### src/rtl/fdh_pkg.sv
package fdh_pkg;

    typedef enum logic [2:0] {
        ST_IDLE,
        ST_POLL,
        ST_WAIT,
        ST_XFER,
        ST_SNAP,
        ST_FINISH,
        ST_FAIL
    } fdh_state_e;

    // register offsets the controller decodes
    localparam logic [2:0] OFS_STAT_A = 3'd0;
    localparam logic [2:0] OFS_STAT_B = 3'd1;
    localparam logic [2:0] OFS_DOUT   = 3'd2;
    localparam logic [2:0] OFS_MAIN   = 3'd4;
    localparam logic [2:0] OFS_DATA   = 3'd5;
    localparam logic [2:0] OFS_DIN    = 3'd7;

    // main status bit positions
    localparam int MS_READY_BIT = 7;
    localparam int MS_DIR_BIT   = 6;

    localparam int SNAP_N = 5;

    function automatic logic [2:0] snap_offset(input logic [2:0] slot);
        logic [2:0] ofs;
        case (slot)
            3'd0:    ofs = OFS_STAT_A;
            3'd1:    ofs = OFS_STAT_B;
            3'd2:    ofs = OFS_DOUT;
            3'd3:    ofs = OFS_MAIN;
            default: ofs = OFS_DIN;
        endcase
        return ofs;
    endfunction

endpackage

### src/rtl/fdh_status_eval.sv
module fdh_status_eval
    import fdh_pkg::*;
(
    input  logic [7:0] status,
    input  logic       want_get,
    output logic       ok
);
    assign ok = status[MS_READY_BIT] && (status[MS_DIR_BIT] == want_get);
endmodule

### src/rtl/fdh_pacer.sv
module fdh_pacer #(
    parameter int PERIOD = 50
) (
    input  logic clk,
    input  logic rst_n,
    input  logic load,
    output logic expired
);
    localparam int CW = (PERIOD > 2) ? $clog2(PERIOD) : 1;
    localparam logic [CW-1:0] RELOAD = CW'(PERIOD - 2);

    logic [CW-1:0] cnt_q;

    always_ff @(posedge clk) begin
        if (!rst_n) begin
            cnt_q <= '0;
        end else if (load) begin
            cnt_q <= RELOAD;
        end else if (cnt_q != '0) begin
            cnt_q <= cnt_q - 1'b1;
        end
    end

    assign expired = (cnt_q == '0);
endmodule

### src/rtl/fdh_retry_ctr.sv
module fdh_retry_ctr #(
    parameter int LIMIT = 5
) (
    input  logic clk,
    input  logic rst_n,
    input  logic clr,
    input  logic inc,
    output logic last
);
    localparam int CW = $clog2(LIMIT + 1);

    logic [CW-1:0] cnt_q;

    always_ff @(posedge clk) begin
        if (!rst_n || clr) begin
            cnt_q <= '0;
        end else if (inc) begin
            cnt_q <= cnt_q + 1'b1;
        end
    end

    assign last = (cnt_q == CW'(LIMIT - 1));
endmodule

### src/rtl/fdh_xfer_master.sv
module fdh_xfer_master
    import fdh_pkg::*;
#(
    parameter int CLK_HZ     = 1_000_000,
    parameter int SPACING_US = 50,
    parameter int MAX_POLLS  = 5,
    parameter int MAX_CMD    = 9,
    parameter int MAX_RES    = 7,
    localparam int CLW       = $clog2(MAX_CMD + 1),
    localparam int RLW       = $clog2(MAX_RES + 1),
    localparam int IW        = $clog2(MAX_CMD + MAX_RES + 1)
) (
    input  logic                 clk,
    input  logic                 rst_n,
    input  logic                 req_start,
    input  logic [CLW-1:0]       req_cmd_len,
    input  logic [RLW-1:0]       req_res_len,
    input  logic [MAX_CMD*8-1:0] req_cmd_bytes,
    output logic                 busy,
    output logic                 done,
    output logic                 err,
    output logic [IW-1:0]        fail_idx,
    output logic                 rx_valid,
    output logic [7:0]           rx_byte,
    output logic [SNAP_N*8-1:0]  dbg_snap,
    output logic [2:0]           bus_addr,
    output logic                 bus_rd,
    output logic                 bus_wr,
    output logic [7:0]           bus_wdata,
    input  logic [7:0]           bus_rdata
);
    localparam int SPACING_CYC = CLK_HZ / 1_000_000 * SPACING_US;

    fdh_state_e           state_q, state_d;
    logic [MAX_CMD*8-1:0] cmd_q;
    logic [CLW-1:0]       cmd_len_q;
    logic [IW-1:0]        total_q, idx_q;
    logic [2:0]           snap_i_q;
    logic [SNAP_N*8-1:0]  snap_q;
    logic                 rx_valid_q;
    logic [7:0]           rx_byte_q;

    logic          accept, want_get, poll_ok, tries_last, pace_done;
    logic [IW-1:0] req_total;
    logic [7:0]    tx_sel;

    assign req_total = IW'(req_cmd_len) + IW'(req_res_len);
    assign accept    = (state_q == ST_IDLE) && req_start;
    assign want_get  = (idx_q >= IW'(cmd_len_q));

    fdh_status_eval u_eval (
        .status   (bus_rdata),
        .want_get (want_get),
        .ok       (poll_ok)
    );

    fdh_retry_ctr #(.LIMIT(MAX_POLLS)) u_tries (
        .clk   (clk),
        .rst_n (rst_n),
        .clr   (accept || (state_q == ST_XFER)),
        .inc   ((state_q == ST_POLL) && !poll_ok),
        .last  (tries_last)
    );

    fdh_pacer #(.PERIOD(SPACING_CYC)) u_pace (
        .clk     (clk),
        .rst_n   (rst_n),
        .load    ((state_q == ST_POLL) && !poll_ok && !tries_last),
        .expired (pace_done)
    );

    // pick the command byte for the current index
    always_comb begin
        tx_sel = '0;
        for (int i = 0; i < MAX_CMD; i++) begin
            if (idx_q == IW'(i)) tx_sel = cmd_q[i*8 +: 8];
        end
    end

    // next state
    always_comb begin
        state_d = state_q;
        unique case (state_q)
            ST_IDLE: begin
                if (req_start) state_d = (req_total == '0) ? ST_FINISH : ST_POLL;
            end
            ST_POLL: begin
                if (poll_ok)         state_d = ST_XFER;
                else if (tries_last) state_d = ST_SNAP;
                else                 state_d = ST_WAIT;
            end
            ST_WAIT: begin
                if (pace_done) state_d = ST_POLL;
            end
            ST_XFER: begin
                state_d = (idx_q == total_q - 1'b1) ? ST_FINISH : ST_POLL;
            end
            ST_SNAP: begin
                if (snap_i_q == 3'(SNAP_N - 1)) state_d = ST_FAIL;
            end
            ST_FINISH: state_d = ST_IDLE;
            ST_FAIL:   state_d = ST_IDLE;
            default:   state_d = ST_IDLE;
        endcase
    end

    // state register and datapath
    always_ff @(posedge clk) begin
        if (!rst_n) begin
            state_q    <= ST_IDLE;
            cmd_q      <= '0;
            cmd_len_q  <= '0;
            total_q    <= '0;
            idx_q      <= '0;
            snap_i_q   <= '0;
            snap_q     <= '0;
            rx_valid_q <= 1'b0;
            rx_byte_q  <= '0;
        end else begin
            state_q    <= state_d;
            rx_valid_q <= 1'b0;
            if (accept) begin
                cmd_q     <= req_cmd_bytes;
                cmd_len_q <= req_cmd_len;
                total_q   <= req_total;
                idx_q     <= '0;
                snap_i_q  <= '0;
            end
            if (state_q == ST_XFER) begin
                idx_q <= idx_q + 1'b1;
                if (want_get) begin
                    rx_byte_q  <= bus_rdata;
                    rx_valid_q <= 1'b1;
                end
            end
            if (state_q == ST_SNAP) begin
                snap_q[snap_i_q*8 +: 8] <= bus_rdata;
                snap_i_q <= snap_i_q + 1'b1;
            end
        end
    end

    // outputs
    always_comb begin
        bus_addr  = OFS_MAIN;
        bus_rd    = 1'b0;
        bus_wr    = 1'b0;
        bus_wdata = '0;
        done      = 1'b0;
        err       = 1'b0;
        busy      = (state_q != ST_IDLE);
        unique case (state_q)
            ST_POLL: begin
                bus_rd   = 1'b1;
                bus_addr = OFS_MAIN;
            end
            ST_XFER: begin
                bus_addr = OFS_DATA;
                if (want_get) begin
                    bus_rd = 1'b1;
                end else begin
                    bus_wr    = 1'b1;
                    bus_wdata = tx_sel;
                end
            end
            ST_SNAP: begin
                bus_rd   = 1'b1;
                bus_addr = snap_offset(snap_i_q);
            end
            ST_FINISH: done = 1'b1;
            ST_FAIL:   err  = 1'b1;
            default: ;
        endcase
    end

    assign fail_idx = idx_q;
    assign rx_valid = rx_valid_q;
    assign rx_byte  = rx_byte_q;
    assign dbg_snap = snap_q;

endmodule

### config.mk
export PLATFORM = sky130hd
export DESIGN_NAME = fdh_xfer_master
export DESIGN_NICKNAME = d
export VERILOG_FILES = /design/src/rtl/fdh_pkg.sv /design/src/rtl/fdh_status_eval.sv /design/src/rtl/fdh_pacer.sv /design/src/rtl/fdh_retry_ctr.sv /design/src/rtl/fdh_xfer_master.sv
export SDC_FILE = /design/constraint.sdc
export NUM_CORES = 1
export LEC_CHECK = 0
export ABC_AREA = 1
export BUFFER_PORTS_ARGS = -buffer_cell sky130_fd_sc_hd__clkbuf_2
export CORE_MARGIN = 3
export CORE_UTILIZATION = 42
export DETAILED_ROUTE_END_ITERATION = 6
export PLACE_DENSITY = 0.67
export SLEW_MARGIN = 20
export SYNTH_ARGS = -nofsm -noshare
export SYNTH_HDL_FRONTEND = slang
export SYNTH_SLANG_ARGS = --single-unit
### constraint.sdc
create_clock -name clk -period 2.8 [get_ports clk]
set_input_delay 0.14 -clock clk [delete_from_list [all_inputs] [get_ports clk]]
set_output_delay 0.14 -clock clk [all_outputs]
set_load 0.1 [all_outputs]
==> run metrics <==
status=finished, final reports clean; wire length per cell=14.4 µm; Final Hold Vio Count=0; most common cell in the synthesized netlist=o21ai_0; PwrDens=around 700 nW/µm²; max_cap viols=0; Worst slew margin=0.608; share of post-route cells with drive strength above 1=0.216; nets@finish=1309; GRT Util Overall=0.222; Setup CP Type=reg2out; CTS Buf Count=17; synth unique cells=41; total power=6.85 mW; Seq pwr share=0.382; clock share of power=0.350; fmax=between 0.3 and 0.4 GHz; syn nets=1109; clock-pin slew on the worst setup and hold paths=about 0.06 ns; Synth top cells by count=153 x o21ai_0, 150 x dfxtp_1, 146 x nor2_1; I/O pins=between 150 and 200; switching share of power=0.347; Chip Width=137 µm; Pint=about 4.5 mW; register area share after synthesis=0.419; port buffer count=around 160; drt total wl=a little over 20000 µm; Worst EP arrival=~2.5 ns; CTS tree=done; RSZ-0062 raised after global routing=yes; ANT cells=0; CP Launch Type=flip-flop; detailed placement HPWL=14100 µm; starting density of the core=0.431; Slew Limit Fails=0; clock sinks=150; final setup vio count=0; FFs w/ async S/R, synth=0; antenna-violating nets left=0; Seq cells post-synth=150; Final GP Congestion=roughly 0.82; H-tree depth=4; drt pass-1 iters=5; Mapped Cells=about 1000; Synth top area share=0.419; Cell Area, Synth=roughly 7200 µm²; total number of vias=between 7000 and 8000; CP max FO=7; fin crit share=0.950; Ys Warns=0; Total Die Area=18700 µm²; Synth area leaders=dfxtp_1 42%, o21ai_0 11%, nor2_1 7.6%; endpoint class of the critical path=primary output; Rows=47; Post-Route Skew=between 0.01 and 0.015 ns; dominant synthesized flop cell=dfxtp_1; clk_lat worst skew=approximately 0.43 ns; die height=between 100 and 150 µm; Longest Clk Path Bufs=2; DRC viols=0; Synth area leader=dfxtp_1; Core Area=approximately 17000 µm²; switching power=around 2.4 mW; number of antenna violations at the first check in global routing=0; first-pass GRT wire length=~33000 µm; syn_area_per_cell=7.20 µm²; area grow syn2layout=34.6%; vias in the first global route=approximately 6800; largest net degree at the start of global routing=95; 1st-iter DRT viols=about 390; Post-synth EDFFs=0; crit path time final=2.66 ns; hold crit path type=in2reg; DR vias/cell=4.91; combinational power share=0.268; Worst Tran Pin Value=around 0.6 ns; utilization after layout=0.580; Remaining Overflow, GRT=0; CP Data Required Time=between 2 and 3 ns; clock root cell=clkbuf_16; VDD IR max=about 500 µV; leakage dissipation=~4.4 nW; Fillers=between 1500 and 2000
routing by layer:
| metal | track usage | wire [µm] | vias to the layer above |
|---|---|---|---|
| met3 | 0.0662 | 1440 | 29 |
| met5 | 0 | 0 | - |
| met1 | 0.285 | 9200 | 3137 |
| met2 | 0.357 | 9480 | 202 |
| met4 | 0.0750 | 403 | 0 |
| li1 | - | - | 3646 |
metrics by stage:
step	instances	hold WS, ns	instance area (µm²)	setup WS (ns)	setup TNS [ns]
final	1428	0.0125	9640	0.140	0
after global routing	1428	0.0266	9640	-0.0441	-0.0647
after CTS	1426	0.000504	9600	0.0307	0
after detailed placement	1340	0.369	8430	0.445	0
after global placement	1340	0.367	8430	0.448	0
after floorplan	995	0.275	7290	-0.0233	-0.187
critical path, cell delays in order (launching register included):
cell,delay (ns)
dfxtp_4,0.37
inv_1,0.13
ha_1,0.19
inv_1,0.07
nor2_4,0.12
nand2_1,0.12
nor2_4,0.17
nand2_1,0.07
nand3_1,0.08
nand2_1,0.10
nand3_1,0.09
nand2_1,0.07
nand2_1,0.06
nand2_1,0.10
a21oi_4,0.17
buf_12,0.19
layout by cell type (no fill, tap or decap), drive strengths merged, types with 2 or more instances in the layout:
cell type,netlist,final
nor4,2,2
dlygate4sd3,0,54
nor3,8,8
nand4,15,15
xnor2,7,7
o211a,4,4
bufinv,0,2
buf,15,25
dfxtp,150,150
or2,6,6
a21oi,89,89
nor2,152,152
clkinv,2,5
clkbuf,31,166
nand2,135,136
xor2,7,7
clkinvlp,0,2
inv,127,133
nand3,53,53
a211oi,4,4
o21ai,157,157
ha,23,23
registers in the layout (all words and copies together), names as in the netlist:
register	count
cmd_len_q	4
rx_valid	1
u_tries.cnt_q	3
dbg_snap	40
u_pace.cnt_q	6
snap_i_q	3
cmd_q	72
fail_idx	5
rx_byte	8
total_q	5
state_q	3
cells by family after synthesis:
logic type	share of synthesized area
fa+ha+maj	0.0429
xor+xnor	0.0171
compound gates	0.192
buf+inv	0.0992
flops	0.419
simple gates	0.230
path summary, 6_finish.rpt:
path                                        start            to  slack, ns  cells after the start
worst max-delay path                  fail_idx[0]  bus_wdata[5]       0.14                     15
worst min-delay path            req_cmd_bytes[32]     cmd_q[32]       0.01                      3
worst max register to register        snap_i_q[1]   dbg_snap[3]       0.58                      9
worst min register to register          cmd_q[61]     cmd_q[61]       0.45                      2
power by group through the flow:
stage / clock network (mW) / registers [mW] / logic [mW]
finish: 2.40 / 2.62 / 1.84
global route: 2.52 / 2.65 / 2.06
CTS: 2.42 / 2.62 / 1.83
detailed placement: 0 / 2.66 / 1.75
global placement: 0 / 2.65 / 1.73
floorplan: 0 / 2.73 / 1.23
timing repair:
action                     CTS  global route
setup endpoints to repair    1             9
setup buffers                0             1
hold buffers                54             0
gates resized for setup      1            12
hold endpoints to repair    57             0
gates cloned                 0             1
pin swaps                    0             0
final cells by class:
cell class | count | area, µm² | share of cell area
clock buffer | 19 | 464 | 0.0481
clock inverter | 13 | 156 | 0.0162
inverter | 129 | 484 | 0.0502
multi-input combinational | 671 | 3610 | 0.374
sequential | 150 | 3020 | 0.313
tap | 220 | 275 | 0.0285
timing repair buffer | 226 | 1640 | 0.170
No activity file was read; power rests on OpenSTA's default activity.
